**src/rtl/evc_pkg.sv**
```systemverilog
package evc_pkg;

    localparam int EV_W   = 8;
    localparam int N_CORE = 8;
    localparam int CORE_W = $clog2(N_CORE);
    localparam int REQ_W  = 3;
    localparam int DS_W   = 5;
    localparam int ID_W   = 11;
    localparam int CH_W   = 2;
    localparam int N_IDF  = 2;
    localparam int RW     = 32;

    localparam logic [EV_W-1:0] CHAN_CODE_LO = 8'h47;
    localparam logic [EV_W-1:0] CHAN_CODE_HI = 8'h59;

    localparam logic [2:0] A_CTRL  = 3'd0;
    localparam logic [2:0] A_FILT  = 3'd1;
    localparam logic [2:0] A_SID   = 3'd2;
    localparam logic [2:0] A_TID   = 3'd3;
    localparam logic [2:0] A_CNTLO = 3'd4;
    localparam logic [2:0] A_CNTHI = 3'd5;
    localparam logic [2:0] A_STAT  = 3'd6;

    typedef enum logic [1:0] {
        RK_READ     = 2'd0,
        RK_WRITE    = 2'd1,
        RK_ATOM_ST  = 2'd2,
        RK_ATOM_NST = 2'd3
    } req_kind_e;

    typedef struct packed {
        logic [EV_W-1:0]   code;
        logic [CORE_W-1:0] core;
        req_kind_e         kind;
        logic [DS_W-1:0]   dsrc;
        logic [ID_W-1:0]   sid;
        logic [ID_W-1:0]   tid;
        logic              ext;
    } evt_t;

    typedef struct packed {
        logic [EV_W-1:0]   code;
        logic              core_en;
        logic              req_en;
        logic              ds_en;
        logic              sid_en;
        logic              tid_en;
        logic              chan_en;
        logic [N_CORE-1:0] core_map;
        logic [REQ_W-1:0]  req_sel;
        logic [DS_W-1:0]   ds_sel;
        logic [ID_W-1:0]   sid_cmd;
        logic [ID_W-1:0]   sid_msk;
        logic [ID_W-1:0]   tid_cmd;
        logic [ID_W-1:0]   tid_msk;
        logic [CH_W-1:0]   chan_sel;
    } cfg_t;

    function automatic logic id_match(input logic [ID_W-1:0] id,
                                      input logic [ID_W-1:0] cmd,
                                      input logic [ID_W-1:0] msk);
        return &((id ~^ cmd) | msk);
    endfunction

    function automatic logic req_match(input logic [REQ_W-1:0] sel,
                                       input req_kind_e kind);
        return sel[2] && (sel[1:0] == kind);
    endfunction

    function automatic logic chan_match(input logic [CH_W-1:0] sel,
                                        input logic ext);
        logic ok;
        case (sel)
            2'b00:   ok = 1'b1;
            2'b10:   ok = !ext;
            default: ok = ext;
        endcase
        return ok;
    endfunction

    function automatic logic chan_applies(input logic [EV_W-1:0] code);
        return (code >= CHAN_CODE_LO) && (code <= CHAN_CODE_HI);
    endfunction

endpackage

```
**src/rtl/evc_filter.sv**
```systemverilog
module evc_filter
    import evc_pkg::*;
(
    input  logic ev_valid,
    input  evt_t evt,
    input  cfg_t cfg,
    output logic hit
);
    logic [N_IDF-1:0]  idf_en;
    logic [ID_W-1:0]   idf_val [N_IDF];
    logic [ID_W-1:0]   idf_cmd [N_IDF];
    logic [ID_W-1:0]   idf_msk [N_IDF];
    logic [N_IDF-1:0]  idf_pass;

    assign idf_en     = {cfg.tid_en, cfg.sid_en};
    assign idf_val[0] = evt.sid;
    assign idf_cmd[0] = cfg.sid_cmd;
    assign idf_msk[0] = cfg.sid_msk;
    assign idf_val[1] = evt.tid;
    assign idf_cmd[1] = cfg.tid_cmd;
    assign idf_msk[1] = cfg.tid_msk;

    for (genvar g = 0; g < N_IDF; g++) begin : g_idf
        assign idf_pass[g] = !idf_en[g] ||
                             id_match(idf_val[g], idf_cmd[g], idf_msk[g]);
    end

    logic code_ok, core_ok, req_ok, ds_ok, chan_ok;

    always_comb begin
        code_ok = (evt.code == cfg.code);
        core_ok = !cfg.core_en || cfg.core_map[evt.core];
        req_ok  = !cfg.req_en  || req_match(cfg.req_sel, evt.kind);
        ds_ok   = !cfg.ds_en   || (evt.dsrc == cfg.ds_sel);
        chan_ok = !cfg.chan_en || !chan_applies(cfg.code) ||
                  chan_match(cfg.chan_sel, evt.ext);
        hit     = ev_valid && code_ok && core_ok && req_ok && ds_ok &&
                  chan_ok && (&idf_pass);
    end

endmodule

```
**src/rtl/evc_counter.sv**
```systemverilog
module evc_counter #(
    parameter int CNT_W = 48
) (
    input  logic             clk,
    input  logic             rst,
    input  logic             hit,
    input  logic             clr_cnt,
    input  logic             clr_ovf,
    output logic [CNT_W-1:0] cnt,
    output logic             ovf
);
    logic wrap;
    assign wrap = hit && !clr_cnt && (&cnt);

    always_ff @(posedge clk) begin
        if (rst) begin
            cnt <= '0;
            ovf <= 1'b0;
        end else begin
            if (clr_cnt)  cnt <= '0;
            else if (hit) cnt <= cnt + 1'b1;

            if (wrap)         ovf <= 1'b1;
            else if (clr_ovf) ovf <= 1'b0;
        end
    end

endmodule

```
**src/rtl/evc_regs.sv**
```systemverilog
module evc_regs
    import evc_pkg::*;
#(
    parameter int CNT_W = 48
) (
    input  logic             clk,
    input  logic             rst,
    input  logic             we,
    input  logic [2:0]       addr,
    input  logic [RW-1:0]    wdata,
    input  logic [CNT_W-1:0] cnt,
    input  logic             ovf,
    output cfg_t             cfg,
    output logic             clr_cnt,
    output logic             clr_ovf,
    output logic [RW-1:0]    rdata
);
    localparam int EXT_W = 2 * RW;

    logic [EXT_W-1:0] cnt_ext;
    logic             unused_wdata;

    assign cnt_ext      = EXT_W'(cnt);
    assign unused_wdata = ^wdata;
    assign clr_cnt      = we && (addr == A_CNTLO);
    assign clr_ovf      = we && (addr == A_STAT) && wdata[0];

    always_ff @(posedge clk) begin
        if (rst) begin
            cfg <= '0;
        end else if (we) begin
            case (addr)
                A_CTRL: begin
                    cfg.code    <= wdata[EV_W-1:0];
                    cfg.core_en <= wdata[16];
                    cfg.req_en  <= wdata[17];
                    cfg.ds_en   <= wdata[18];
                    cfg.sid_en  <= wdata[19];
                    cfg.tid_en  <= wdata[20];
                    cfg.chan_en <= wdata[21];
                end
                A_FILT: begin
                    cfg.core_map <= wdata[N_CORE-1:0];
                    cfg.req_sel  <= wdata[18:16];
                    cfg.ds_sel   <= wdata[28:24];
                    cfg.chan_sel <= wdata[31:30];
                end
                A_SID: begin
                    cfg.sid_cmd <= wdata[ID_W-1:0];
                    cfg.sid_msk <= wdata[16+ID_W-1:16];
                end
                A_TID: begin
                    cfg.tid_cmd <= wdata[ID_W-1:0];
                    cfg.tid_msk <= wdata[16+ID_W-1:16];
                end
                default: ;
            endcase
        end
    end

    always_comb begin
        rdata = '0;
        case (addr)
            A_CTRL: begin
                rdata[EV_W-1:0] = cfg.code;
                rdata[21:16]    = {cfg.chan_en, cfg.tid_en, cfg.sid_en,
                                   cfg.ds_en, cfg.req_en, cfg.core_en};
            end
            A_FILT: begin
                rdata[N_CORE-1:0] = cfg.core_map;
                rdata[18:16]      = cfg.req_sel;
                rdata[28:24]      = cfg.ds_sel;
                rdata[31:30]      = cfg.chan_sel;
            end
            A_SID: begin
                rdata[ID_W-1:0]       = cfg.sid_cmd;
                rdata[16+ID_W-1:16]   = cfg.sid_msk;
            end
            A_TID: begin
                rdata[ID_W-1:0]       = cfg.tid_cmd;
                rdata[16+ID_W-1:16]   = cfg.tid_msk;
            end
            A_CNTLO: rdata = cnt_ext[RW-1:0];
            A_CNTHI: rdata = cnt_ext[EXT_W-1:RW];
            A_STAT:  rdata[0] = ovf;
            default: rdata = '0;
        endcase
    end

endmodule

```
**src/rtl/evt_filter_counter.sv**
```systemverilog
module evt_filter_counter
    import evc_pkg::*;
#(
    parameter int CNT_W = 48
) (
    input  logic              clk,
    input  logic              rst,
    input  logic              ev_valid,
    input  logic [EV_W-1:0]   ev_code,
    input  logic [CORE_W-1:0] ev_core,
    input  logic [1:0]        ev_req,
    input  logic [DS_W-1:0]   ev_dsrc,
    input  logic [ID_W-1:0]   ev_sid,
    input  logic [ID_W-1:0]   ev_tid,
    input  logic              ev_ext,
    input  logic              reg_we,
    input  logic [2:0]        reg_addr,
    input  logic [RW-1:0]     reg_wdata,
    output logic [RW-1:0]     reg_rdata,
    output logic              irq
);
    evt_t             evt;
    cfg_t             cfg;
    logic             hit;
    logic             clr_cnt;
    logic             clr_ovf;
    logic [CNT_W-1:0] cnt;
    logic             ovf;

    assign evt = '{code: ev_code, core: ev_core, kind: req_kind_e'(ev_req),
                   dsrc: ev_dsrc, sid: ev_sid, tid: ev_tid, ext: ev_ext};

    evc_filter u_filter (
        .ev_valid (ev_valid),
        .evt      (evt),
        .cfg      (cfg),
        .hit      (hit)
    );

    evc_counter #(.CNT_W(CNT_W)) u_counter (
        .clk     (clk),
        .rst     (rst),
        .hit     (hit),
        .clr_cnt (clr_cnt),
        .clr_ovf (clr_ovf),
        .cnt     (cnt),
        .ovf     (ovf)
    );

    evc_regs #(.CNT_W(CNT_W)) u_regs (
        .clk     (clk),
        .rst     (rst),
        .we      (reg_we),
        .addr    (reg_addr),
        .wdata   (reg_wdata),
        .cnt     (cnt),
        .ovf     (ovf),
        .cfg     (cfg),
        .clr_cnt (clr_cnt),
        .clr_ovf (clr_ovf),
        .rdata   (reg_rdata)
    );

    assign irq = ovf;

endmodule

```
**config.mk**
```make
export PLATFORM = sky130hd
export DESIGN_NAME = evt_filter_counter
export DESIGN_NICKNAME = d
export VERILOG_FILES = /design/src/rtl/evc_pkg.sv /design/src/rtl/evc_filter.sv /design/src/rtl/evc_counter.sv /design/src/rtl/evc_regs.sv /design/src/rtl/evt_filter_counter.sv
export SDC_FILE = /design/constraint.sdc
export NUM_CORES = 1
export LEC_CHECK = 0
export BUFFER_PORTS_ARGS = -buffer_cell sky130_fd_sc_hd__clkbuf_2
export CAP_MARGIN = 20
export CORE_UTILIZATION = 35
export DETAILED_ROUTE_END_ITERATION = 10
export HOLD_SLACK_MARGIN = 0.06
export SETUP_SLACK_MARGIN = 0.4
export SYNTH_ARGS = -nofsm -noshare
export SYNTH_HDL_FRONTEND = slang
export SYNTH_SLANG_ARGS = --single-unit
```
**constraint.sdc**
```tcl
create_clock -name clk -period 3.2 [get_ports clk]
set_input_delay 0.64 -clock clk [delete_from_list [all_inputs] [get_ports clk]]
set_output_delay 0.64 -clock clk [all_outputs]
set_load 0.05 [all_outputs]
```
* Yosys cells after proc, flatten, opt, wreduce, memory -nomap -nowiden
Cells that the tools add are included.
Operators by class: $add $sub $neg 1, $lt $le $gt $ge 3, equal/unequal tests 10, mux-type cells 16, bitwise gates (word level) 4, reduce and logical (&&, ||, !) cells 41
Operator list (count):
- 48-bit by 1-bit adder with 48-bit output (second input constant) | 1
- 48-bit AND reduction | 1
- 7-bit one-hot mux with 6 select lines | 1
- 3-bit one-hot mux with 4 select lines | 3
- 11-bit OR | 2
- 11-bit AND reduction | 2
- 11-bit XNOR | 2
- 3-bit one-hot mux with 5 select lines | 1
- 1-bit logical AND | 13
- 5-bit one-hot mux with 2 select lines | 1
- 2-bit AND reduction | 5
- 3-bit equality test (second input constant) | 3
- 1-bit zero test | 9
- 8-bit equality test | 1
- 8-bit by 7-bit >= comparator with 1-bit output (second input constant) | 1
- 8-bit by 7-bit <= comparator with 1-bit output (second input constant) | 1
- 2-bit one-hot mux with 2 select lines | 2
- 1-bit logical OR | 7
- 1-bit one-hot mux with 7 select lines | 1
- 3-bit by 2-bit equality test with 1-bit output (second input constant) | 2
- 2-bit one-hot mux with 3 select lines | 1
- 5-bit equality test | 1
- 3-bit by 4-bit less-than comparator with 1-bit output (second input constant) | 1
- 1-bit two-way mux | 4
- 9 further kinds | 9
Word-level totals: flip-flop bits (word level) 125, input port bits 80, output and inout bits 33, logic and storage cells 92

* Logic depth before layout (Yosys ltp)
Gate-level depths: netlist of run 1.
depth in word-level cells 11, gate-level depth with buffers 8, mapped depth without buffers 6

* Hierarchy
A second synthesis of run 1 with hierarchy kept.
Unflattened totals: cell total of the unflattened synthesis 811, area, all modules 6657.6 µm²
Modules (own cells, without submodules):
- evc_regs | instances 1, cells each 468, area each 3739.8 µm², sequential area each 1521.5 µm²
- evc_counter | instances 1, cells each 272, area each 2317.2 µm², sequential area each 980.9 µm²
- evc_filter | instances 1, cells each 71, area each 600.6 µm², sequential area each 0.0 µm²

* Worst setup path before layout of run 1
Ideal clock, no wire load.
path kind input to output, from in reg_addr[0], to out reg_rdata[20], arrival time 2780 ps, required time 2560 ps, setup slack -220 ps, cell stages on the path 5, path buffers 4, cell sequence clkbuf_1 > buf_2 > buf_1 > buf_1 > o32ai_1
On the way: cells in the longest elaborated chain, start to end 2, elaborated cells between the ends (all ways) 5, those cells by class eq/ne (3); mux (1); reduce/logical (1)
RTL lines:
- from (decl) | RTL line evt_filter_counter.sv:17 | input logic [2:0] reg_addr,
- 3-bit equality test (tied with other cells) | RTL line evc_regs.sv:63 | case (addr)
- 3-bit one-hot mux with 4 select lines * | RTL line evc_regs.sv:63
- to (decl) | RTL line evt_filter_counter.sv:19 | output logic [RW-1:0] reg_rdata,
Mark *: on every way between the ends. The rest lies on a longest branch, timed or not.

* Worst setup path in the final report of run 1
from in reg_addr[0], to out reg_rdata[0]
On the way: cells in the longest elaborated chain, start to end 2, elaborated cells between the ends (all ways) 8, those cells by class eq/ne (6); mux (1); reduce/logical (1)
RTL lines (RTL line):
- 3-bit equality test (tied with other cells) | evc_regs.sv:63
- 1-bit one-hot mux with 7 select lines * | evc_regs.sv:63
Marked as above.

==> flow_summary_export.csv, run 1 <==
group,metric,value,unit
routing,vias,6950,
logic_synthesis,yosys.area.top_type,"dfxtp_1",
clock_tree,clk_pin_slew,0.06,ns
flow_run,cap_violations,0,
clock_tree,htreeDepth,4,
routing,viasPerCell,5.417,
worst_setup_path,crit_buf_inv,3,
global_routing,track_usage,21.63,%
routing,routedWlPerCell,17.89,um
timing,rsz0062_at_grt,"yes",
worst_setup_path,worst_setup_path_start_kind,"primary input",
logic_synthesis,ys.flop_type,"dfxtp_1",
logic_synthesis,netlist_area,7278,sq um
power_and_ir_drop,seq_power_share,42.1,%
logic_synthesis,synthTopCellsByArea,"dfxtp_1, nand2_1, mux2i_1",
routing,first_pass_iters,5,
worst_setup_path,cp.arrival,2.08,ns
timing,setup_viol,0,
power_and_ir_drop,p_total,3.794,mW
timing,maxSlewHeadroom,57.28,%
routing,post-route-drc-count,0,
logic_synthesis,yosys.cell_types.count,45,
worst_setup_path,critPathKind,"in -> out",
clock_tree,clock_latency,0.42,ns
die,die_area,21380,sq um
final_layout,final_common_cell,"nand2_1",
routing,drt_wl_total,22.95,mm
global_routing,grt_start_max_net_pins,50,
global_routing,grt_pass1_vias,6506,
global_routing,antenna_found_initial,0,
outcome,outcome,"complete, no violations",
die,ioPinCount,113,
final_layout,final_nets,1081,
placement,dpl.hpwl,16.87,mm
routing,final_antenna_net_count,0,
final_layout,fin_cells,1283,
die,start_util,35.85,%
worst_setup_path,worstSetupEndpointType,"primary output",
clock_tree,cts_made_buffers,17,
final_layout,syn_to_final_growth,26.51,%
logic_synthesis,ys_seq_elements,125,
timing,worstMarginPinSlew,0.6393,ns
power_and_ir_drop,irDropWorstVdd,0.0004341,V
timing,final.setup.worst_slack,0.4839,ns
clock_tree,cts_root_buf,"clkbuf_16",
timing,setup_tns,0,ns
logic_synthesis,synth_edf_count,0,
placement,placed_cells,1250,
placement,place_ws,0.2408,ns
power_and_ir_drop,intPower,2.757,mW
worst_setup_path,cp.required,2.56,ns
timing,finalMaxSlewViolations,0,
worst_hold_path,hold_path_class,"in -> reg",
logic_synthesis,synthArstFlopShare,0,%
timing,period_minus_slack,2.716,ns
logic_synthesis,syn-num-nets,990,
power_and_ir_drop,combPwrFrac,10.0,%
routing,drt-initial-drc-count,603,
timing,fin_skew,0.007859,ns
clock_tree,cts_hold_buf,0,
logic_synthesis,syn_avg_cell_area,8.007,sq um
logic_synthesis,ys_seq_area_share,34.38,%
timing,fmax,0.3682,GHz
clock_tree,cts_tree,"yes",
power_and_ir_drop,power_switching,1.036,mW
final_layout,drive_gt1_share,23.79,%
worst_setup_path,path_cells,"clkbuf_4 -> buf_12 -> nor2b_1 -> a21oi_1 -> o22ai_1 -> a41o_1 -> clkbuf_2",
die,die_h,146.2,um
placement,place_congestion,0.9332,
placement,io_buffers,106,
timing,period_share,84.88,%
power_and_ir_drop,pwr-share-clk,47.9,%
power_and_ir_drop,swShare,27.31,%
worst_setup_path,crit_path_top_delay_cell,"clkbuf_2",
logic_synthesis,ys_warn_count,0,
logic_synthesis,yosysTopAreaCellShare,34.38,%
clock_tree,cts_buffer_depth,2,
power_and_ir_drop,p_leak,3.143,nW
global_routing,grt_pass1_wl,36.16,mm
final_layout,layout_common_cells,"nand2_1, dfxtp_1, a21oi_1",
clock_tree,cts.sinks,125,
die,num_rows,52,
die,core_area,20300,sq um
power_and_ir_drop,power_density,412.0,nW/um^2
global_routing,grt_overflow_total,0,
worst_setup_path,cpPeakStageDelay,0.30,ns
die,die_width,146.2,um
logic_synthesis,syn_inst,909,
final_layout,antenna_cells,0,
timing,hold_violations,0,
worst_setup_path,cp_max_fo,20,
worst_setup_path,cp_top_family,"buffers and inverters",
==> cells by family after synthesis <==
group                    after synthesis  synth area share, %
AND/OR/NAND/NOR                      437                31.65
AO/OA/AOI/OAI                        145                11.55
XOR/XNOR                              37                4.453
flip-flops                           125                34.38
buffers and inverters                 75                4.624
adder cells (fa/ha/maj)                1               0.1719
multiplexers                          89                13.17
==> power by group through the flow <==
stage                     combinational, mW  clock, mW  sequential [mW]
after CTS                             0.374       1.85             1.60
final                                 0.378       1.82             1.60
after global routing                  0.406       1.92             1.60
after detailed placement              0.372          0             1.63
after global placement                0.367          0             1.63
after floorplan                       0.214          0             1.62
==> per-stage QoR <==
step / hold slack (ns) / utilization, % / cell area, sq um
floorplan: 0.4431 / - / 7380
global placement: 0.4567 / 42.52 / 8632
detailed placement: 0.4628 / 42.52 / 8632
CTS: 0.4290 / 45.28 / 9191
global route: 0.4478 / 45.36 / 9208
finish: 0.4422 / 45.36 / 9208
==> layout make-up <==
cell class	count	area, sq um
multi-input cells	709	4563
clock buffers	19	442.9
repair buffers	144	1239
flip-flops and latches	125	2502
fillers	2036	11090
well taps	270	337.8
clock inverters	13	107.6
inverters	3	15.01
==> path summary, 6_finish.rpt <==
kind	from	to	slack [ns]	cells past startpoint
worst max-delay path	reg_addr[0]	reg_rdata[0]	0.48	7
worst max register to register	u_regs.cfg[14]	u_counter.cnt[2]	0.59	7
worst min-delay path	reg_wdata[28]	u_regs.cfg[50]	0.44	3
worst min register to register	u_regs.cfg[24]	u_regs.cfg[24]	0.47	2
==> Yosys cell counts (7+ instances only) <==
cell / instances
clkbuf_1: 51
mux2i_1: 80
a22oi_1: 14
a21oi_1: 86
and2_1: 10
buf_1: 9
nor4_2: 32
nand2b_1: 49
nor2_1: 26
and3_1: 18
nand3_1: 27
o21ai_0: 7
o22ai_1: 21
dfxtp_1: 125
xnor2_1: 34
nor4_1: 14
nand4_1: 21
nand2_1: 221
==> sequential cells by signal (all words and copies together) (netlist names) <==
name and count:
u_counter.cnt 48, u_counter.ovf 1, u_regs.cfg 76
==> metal layers <==
metal	vias to the layer above	global-route usage, %	share of wire [%]
met1	3304	28.05	44
met4	0	8.229	2.7
met5	-	0	0
li1	3375	-	-
met2	240	35.88	48
met3	31	3.562	5.1
==> worst min-delay path: stages <==
cell	delay, ns
clkbuf_2	0.08
nand2_1	0.05
a21oi_1	0.05
==> timing repair <==
action                                  in CTS  in global routing
endpoints found under the setup margin       6                  4
buffers inserted                             0                  1
gates resized for setup                      3                  5
No activity file was read; power rests on OpenSTA's default activity.
==> run 2: changes to the inputs <==
==> constraint.sdc (replaced) <==
create_clock -name clk -period 2.5 [get_ports clk]
set_input_delay 0.5 -clock clk [delete_from_list [all_inputs] [get_ports clk]]
set_output_delay 0.5 -clock clk [all_outputs]
set_load 0.05 [all_outputs]
==> run 2 against run 1 <==
  * First-iteration DRC count decreased by 2.8%
  * Non-clock buffer count increased by 90
  * Highest routed layer unchanged
  * Count of clock-buffer cells in the layout decreased by 2
  * Clock power increased by 41%
  * Global-route usage increased by 3.5 points
  * Critical path type is now reg -> reg
  * Via count increased by 10%
  * Routed wire length increased by 19%
  * Power increased by 41%
  * Combinational power increased by 98%
  * Cell area increased by 30%
  * Cell count increased by 7.1%
  * Critical path depth increased by 1
==> flow_summary_export.csv, run 2 (synthesis results as in run 1) <==
group,metric,value,unit
power_and_ir_drop,p_leak,4.026,nW
final_layout,top_register,"u_regs.cfg",
clock_tree,clock_latency,0.42,ns
placement,place_congestion,0.8403,
clock_tree,cts_made_buffers,17,
worst_setup_path,worst_setup_path_start_kind,"register",
clock_tree,cts.sinks,125,
global_routing,grt_overflow_total,0,
worst_setup_path,cp.required,2.83,ns
global_routing,antenna_found_initial,0,
global_routing,grt_pass1_wl,41.75,mm
final_layout,fillCellCount,1649,
worst_setup_path,reg2reg_depth,8,
routing,drt_wl_total,27.20,mm
placement,postPlaceCellArea,9654,sq um
power_and_ir_drop,p_total,5.364,mW
routing,post-route-drc-count,0,
worst_setup_path,ff2ff_setup_slack,0.08,ns
placement,dpl.hpwl,17.79,mm
final_layout,largest_register_ffs,76,
die,start_util,35.85,%
final_layout,drive_gt1_share,40.67,%
worst_setup_path,cp.arrival,2.74,ns
timing,period_minus_slack,2.417,ns
die,die_h,146.2,um
final_layout,post-route-cell-area,11940,sq um
routing,final_antenna_net_count,0,
routing,drt-initial-drc-count,586,
worst_setup_path,cp_max_fo,5,
worst_setup_path,timing.rr.end,"u_counter.cnt[23]",
power_and_ir_drop,power_density,449.2,nW/um^2
timing,hold_violations,0,
final_layout,antenna_cells,0,
flow_run,cap_violations,0,
timing,finalMaxSlewViolations,0,
routing,viasPerCell,5.571,
global_routing,grt_start_max_net_pins,70,
worst_hold_path,hold_path_depth,3,
die,core_area,20300,sq um
power_and_ir_drop,irDropWorstVdd,0.0004918,V
outcome,outcome,"complete, no violations",
final_layout,top_regs,"u_regs.cfg (76), u_counter.cnt (48), u_counter.ovf (1)",
die,ioPinCount,113,
final_layout,layout_common_cells,"nand2_1, dfxtp_1, a21oi_1",
timing,fin_skew,0.008877,ns
worst_setup_path,critPathKind,"reg -> reg",
timing,fmax,0.4137,GHz
routing,first_pass_iters,5,
timing,period_share,96.70,%
routing,vias,7654,
global_routing,track_usage,25.09,%
clock_tree,clk_pin_slew,0.06,ns
final_layout,final_util,58.83,%
clock_tree,cts_buffer_depth,2,
worst_setup_path,worstSetupEndpointType,"register",
die,die_width,146.2,um
die,num_rows,52,
timing,maxSlewHeadroom,50.81,%
global_routing,grt_pass1_vias,7466,
placement,io_buffers,106,
worst_hold_path,hold_start,"reg_wdata[31]",
worst_hold_path,min_to,"u_regs.cfg[1]",
final_layout,final_common_cell,"nand2_1",
clock_tree,cts_tree,"yes",
worst_hold_path,hold_path_class,"in -> reg",
timing,worstMarginPinSlew,0.7378,ns
final_layout,final_nets,1172,
worst_setup_path,reg2reg_from,"u_regs.cfg[37]",
clock_tree,htreeDepth,4,
final_layout,syn_to_final_growth,64.07,%
clock_tree,cts_root_buf,"clkbuf_16",
routing,routedWlPerCell,19.79,um
clock_tree,cts_hold_buf,0,
timing,setup_viol,0,
timing,rsz0062_at_grt,"yes",
die,die_area,21380,sq um
run 2: changes by cell type in the layout (fill, tap and decap cells not counted), moves of 15 or more:
cell / before / now
nor4_4: 0 / 46
buf_6: 0 / 18
mux2i_1: 79 / 64
nor4_2: 32 / 0
buf_4: 31 / 75
buf_12: 29 / 47
run 2: critical path, cell delays in order, from the launching register on:
cell and delay [ns]:
dfxtp_2 0.34, xnor2_2 0.17, o22ai_1 0.12, or4_4 0.55, o31a_4 0.37, buf_12 0.17
buf_4 0.16, nor4_4 0.14, mux2i_1 0.28
run 2: layout make-up:
type / instances / area, sq um / area share (%)
multi-input cells: 710 / 5878 / 49.22
repair buffers: 234 / 2587 / 21.67
flip-flops and latches: 125 / 2522 / 21.12
clock buffers: 17 / 425.4 / 3.562
well taps: 270 / 337.8 / 2.829
clock inverters: 15 / 175.2 / 1.467
inverters: 3 / 15.01 / 0.1257
run 2: worst max-delay path by stage:
stage                              to      startpoint  depth (start not counted)
floorplan           u_counter.cnt[32]       ev_tid[1]                          8
global placement    u_counter.cnt[45]       ev_sid[2]                          9
detailed placement  u_counter.cnt[47]       ev_sid[2]                          9
CTS                  u_counter.cnt[2]  u_regs.cfg[37]                          7
global route        u_counter.cnt[23]  u_regs.cfg[37]                          8
finish              u_counter.cnt[23]  u_regs.cfg[37]                          8
run 2: stage by stage:
stage | setup WS (ns) | cells | TNS, ns | hold WS, ns
2_1_floorplan | 0.2252 | 909 | 0 | 0.4431
3_3_place_gp | -0.1402 | 1281 | -4.942 | 0.4577
3_5_place_dp | -0.1915 | 1281 | -6.873 | 0.4633
4_1_cts | 0.1414 | 1364 | 0 | 0.2947
5_1_grt | 0.01744 | 1374 | 0 | 0.2978
6_report | 0.08253 | 1374 | 0 | 0.2978
run 2: what timing repair did:
action / 4_1_cts / 5_1_grt
endpoints found under the setup margin: 80 / 80
cloned: 12 / 1
buffers inserted: 39 / 9
gates resized for setup: 149 / 71
pin swaps: 43 / 34
run 2: report_power, final:
group	switching [mW]	leakage [nW]	internal, mW
combinational	0.394	2.72	0.353
clock	1.06	0.292	1.50
sequential	0.0322	1.02	2.02
total	1.49	4.03	3.87
run 2: per-layer routing:
layer	GRT usage, %	routed length [um]	share of wire [%]
met4	11.93	1053	3.9
met5	0	0	0
met2	42.21	13450	49
met1	31.46	11630	43
met3	3.719	1057	3.9
==> run 3: changes to the inputs <==
--- a/config.mk
+++ b/config.mk
@@ -13,4 +13,5 @@
 export SETUP_SLACK_MARGIN = 0.4
 export SYNTH_ARGS = -nofsm -noshare
 export SYNTH_HDL_FRONTEND = slang
+export SYNTH_HIERARCHICAL = 1
 export SYNTH_SLANG_ARGS = --single-unit
==> run 3 against run 2 <==
  * The flow now finishes with violations (negative setup slack)
  * Clock skew rose by 0.0034 ns
  * Setup slack got worse by 0.49 ns
  * Count of clock-buffer cells in the layout rose by 2
  * Combinational power fell by 20%
  * Power fell by 3.0%
  * Cell area fell by 14%
  * Highest routed layer unchanged
==> flow_summary_export.csv, run 3 <==
group,metric,value,unit
worst_setup_path,worst_setup_path_start_kind,"register",
timing,hold_slack,0.2915,ns
outcome,violations,"negative setup slack",
clock_tree,cts_made_buffers,17,
logic_synthesis,ys_seq_area_share,37.59,%
placement,place_congestion,0.8612,
clock_tree,cts_buffer_depth,2,
placement,dpl.hpwl,16.70,mm
logic_synthesis,syn_inst,811,
timing,worstMarginPinSlew,0.9252,ns
logic_synthesis,syn-num-nets,892,
clock_tree,cts_hold_buf,0,
worst_hold_path,hold_path_class,"in -> reg",
worst_setup_path,cpPeakStageDelay,0.33,ns
logic_synthesis,yosysTopAreaCellShare,37.59,%
logic_synthesis,synth_xor_area_share,8.946,%
timing,fmax,0.3438,GHz
worst_setup_path,path_common_cell,"buf_6",
final_layout,antenna_cells,0,
power_and_ir_drop,irDropWorstVdd,0.0004618,V
logic_synthesis,yosys.area.top_type,"dfxtp_1",
power_and_ir_drop,combPwrFrac,11.5,%
power_and_ir_drop,p_leak,3.913,nW
timing,final.setup.worst_slack,-0.4086,ns
worst_setup_path,critical_path_depth,15,
routing,final_antenna_net_count,0,
worst_setup_path,worstSetupEndpointType,"register",
worst_setup_path,crit_buf_inv,5,
global_routing,grt_start_max_net_pins,77,
power_and_ir_drop,pwr-share-clk,49.2,%
clock_tree,htreeDepth,4,
routing,vias,6903,
worst_setup_path,cp.required,2.85,ns
worst_setup_path,crit_path_end,"u_counter/cnt[20]",
logic_synthesis,synth_edf_count,0,
worst_setup_path,reg2reg_depth,15,
placement,place_ws,-0.6125,ns
clock_tree,cts.sinks,125,
global_routing,track_usage,24.04,%
routing,routedWlPerCell,18.70,um
final_layout,drive_gt1_share,41.91,%
power_and_ir_drop,swShare,25.11,%
die,core_area,18710,sq um
logic_synthesis,yosysMostFrequentCell,"nand2_1",
timing,period_minus_slack,2.909,ns
final_layout,final_common_cell,"nand2_1",
routing,post-route-drc-count,0,
die,num_rows,50,
global_routing,grt_overflow_total,0,
logic_synthesis,yosys.area_share.simple,25.01,%
global_routing,antenna_found_initial,0,
logic_synthesis,synthMuxAreaShare,8.852,%
logic_synthesis,syn_avg_cell_area,8.209,sq um
timing,finalMaxSlewViolations,0,
final_layout,top_regs,"u_regs/cfg (76), u_counter/cnt (48), u_counter/ovf (1)",
worst_setup_path,cp_max_fo,3,
clock_tree,clock_latency,0.42,ns
worst_setup_path,critPathLaunch,"u_regs/cfg[73]",
final_layout,syn_to_final_growth,54.69,%
die,start_util,35.59,%
final_layout,final_nets,1113,
power_and_ir_drop,power_density,505.4,nW/um^2
final_layout,post-route-cell-area,10300,sq um
logic_synthesis,synthTopCellsByCount,"nand2_1, dfxtp_1, a21oi_1",
worst_setup_path,crit_path_top_delay_cell,"dfxtp_2",
die,ioPinCount,113,
global_routing,grt_pass1_vias,6478,
clock_tree,clk_pin_slew,0.06,ns
logic_synthesis,synth_top_family_by_area,"simple AND/OR/NAND/NOR gates",
final_layout,fillCellCount,1614,
logic_synthesis,netlist_area,6658,sq um
final_layout,fin_cells,1279,
placement,placed_cells,1216,
logic_synthesis,synthAdderAreaFrac,0.1879,%
final_layout,largest_register_ffs,76,
worst_setup_path,reg2reg_from,"u_regs/cfg[73]",
power_and_ir_drop,intPower,3.898,mW
routing,viasPerCell,5.397,
worst_setup_path,cp_top_family,"simple AND/OR/NAND/NOR gates",
die,die_h,139.9,um
outcome,outcome,"complete, but fails checks",
timing,setup_viol,40,
worst_setup_path,timing.rr.end,"u_counter/cnt[20]",
global_routing,grt_pass1_wl,36.03,mm
die,die_area,19580,sq um
logic_synthesis,ys.flop_type,"dfxtp_1",
clock_tree,cts_tree,"yes",
timing,hold_violations,0,
logic_synthesis,synth_compound_gate_area_share,15.07,%
timing,fin_skew,0.01228,ns
timing,period_share,116.3,%
power_and_ir_drop,seq_power_share,39.2,%
placement,io_buffers,106,
placement,postPlaceCellArea,8417,sq um
logic_synthesis,synthArstFlopShare,0,%
routing,drt_wl_total,23.92,mm
worst_setup_path,critPathKind,"reg -> reg",
worst_setup_path,ff2ff_setup_slack,-0.41,ns
timing,maxSlewHeadroom,38.09,%
power_and_ir_drop,power_switching,1.307,mW
routing,first_pass_iters,5,
worst_setup_path,path_cells,"xnor2_2 -> nand4_1 -> nor4_2 -> o2111ai_2 -> a221oi_2 -> buf_4 -> nand4_4 -> buf_6 -> buf_6 -> nor3_4 -> buf_4 -> buf_6 -> nand4_1 -> xor2_1 -> nor2_1",
logic_synthesis,ys_warn_count,6,
power_and_ir_drop,p_total,5.205,mW
logic_synthesis,synthTopCellsByArea,"dfxtp_1, nand2_1, mux2i_1",
final_layout,layout_common_cells,"nand2_1, dfxtp_1, buf_4",
worst_setup_path,cp.arrival,3.26,ns
logic_synthesis,ys_seq_elements,125,
timing,rsz0062_at_grt,"yes",
flow_run,cap_violations,0,
final_layout,top_register,"u_regs/cfg",
die,die_width,139.9,um
clock_tree,cts_root_buf,"clkbuf_16",
routing,drt-initial-drc-count,417,
logic_synthesis,yosys.cell_types.count,66,
[run 3: cell families (layout without fill, tap and decap cells)]
family,after synthesis,count (layout)
and+or+nand+nor,341,341
DFF,125,125
AOI/OAI and AO/OA,164,164
buffers and inverters,58,292
xor gates and xnor gates,68,68
adders and majority gates,1,1
muxes,54,54
[run 3: cell type report]
class	instances	area [sq um]	area share, %
clock inverters	13	162.7	1.579
well taps	234	292.8	2.843
inverters	10	37.54	0.3645
clock buffers	19	442.9	4.301
flip-flops and latches	125	2526	24.53
repair buffers	250	2212	21.48
multi-input cells	628	4624	44.90
[run 3: stage by stage]
stage,setup TNS (ns),util (%)
5_1_grt,-15.88,55.06
3_3_place_gp,-14.63,45.00
4_1_cts,-6.643,51.91
2_1_floorplan,-3.527,-
3_5_place_dp,-18.50,45.00
6_report,-9.060,55.06
[run 3: routing by layer]
layer | vias to the layer above | GRT usage, % | wire, um
li1 | 3301 | - | -
met1 | 3306 | 32.29 | 10520
met2 | 258 | 38.74 | 11520
met3 | 38 | 4.444 | 1348
met4 | 0 | 8.097 | 533
met5 | - | 0 | 0
[run 3: power by group through the flow]
| stage | clock network [mW] | logic, mW | registers, mW |
|---|---|---|---|
| finish | 2.56 | 0.601 | 2.04 |
| global route | 2.68 | 0.630 | 2.04 |
| CTS | 2.58 | 0.540 | 2.04 |
| detailed placement | 0 | 0.471 | 2.08 |
| global placement | 0 | 0.469 | 2.08 |
| floorplan | 0 | 0.252 | 2.08 |
[run 3: worst min-delay path by stage]
stage	from	to	slack, ns	cells after the start
3_5_place_dp	u_regs/cfg[9]	u_regs/cfg[9]	0.47	2
2_1_floorplan	u_regs/cfg[54]	u_regs/cfg[54]	0.44	2
6_report	reg_wdata[30]	u_regs/cfg[0]	0.29	3
5_1_grt	reg_wdata[31]	u_regs/cfg[1]	0.29	3
3_3_place_gp	u_regs/cfg[26]	u_regs/cfg[26]	0.46	2
4_1_cts	reg_wdata[30]	u_regs/cfg[0]	0.28	3
[run 3: timing repair]
item | CTS | global route
setup endpoints to repair | 77 | 79
endpoints found under the hold margin | 0 | 0
buffers inserted | 12 | 16
cloned | 2 | 1
pin swaps | 26 | 51
resized for setup | 125 | 104
[run 3: worst register-to-register path, stage by stage (launching register included)]
cell and delay, ns:
dfxtp_2 0.33, xnor2_2 0.18, nand4_1 0.13, nor4_2 0.33, o2111ai_2 0.16, a221oi_2 0.21, buf_4 0.17, nand4_4 0.11
buf_6 0.16, buf_6 0.11, nor3_4 0.24, buf_4 0.16, buf_6 0.09, nand4_1 0.11, xor2_1 0.21, nor2_1 0.14
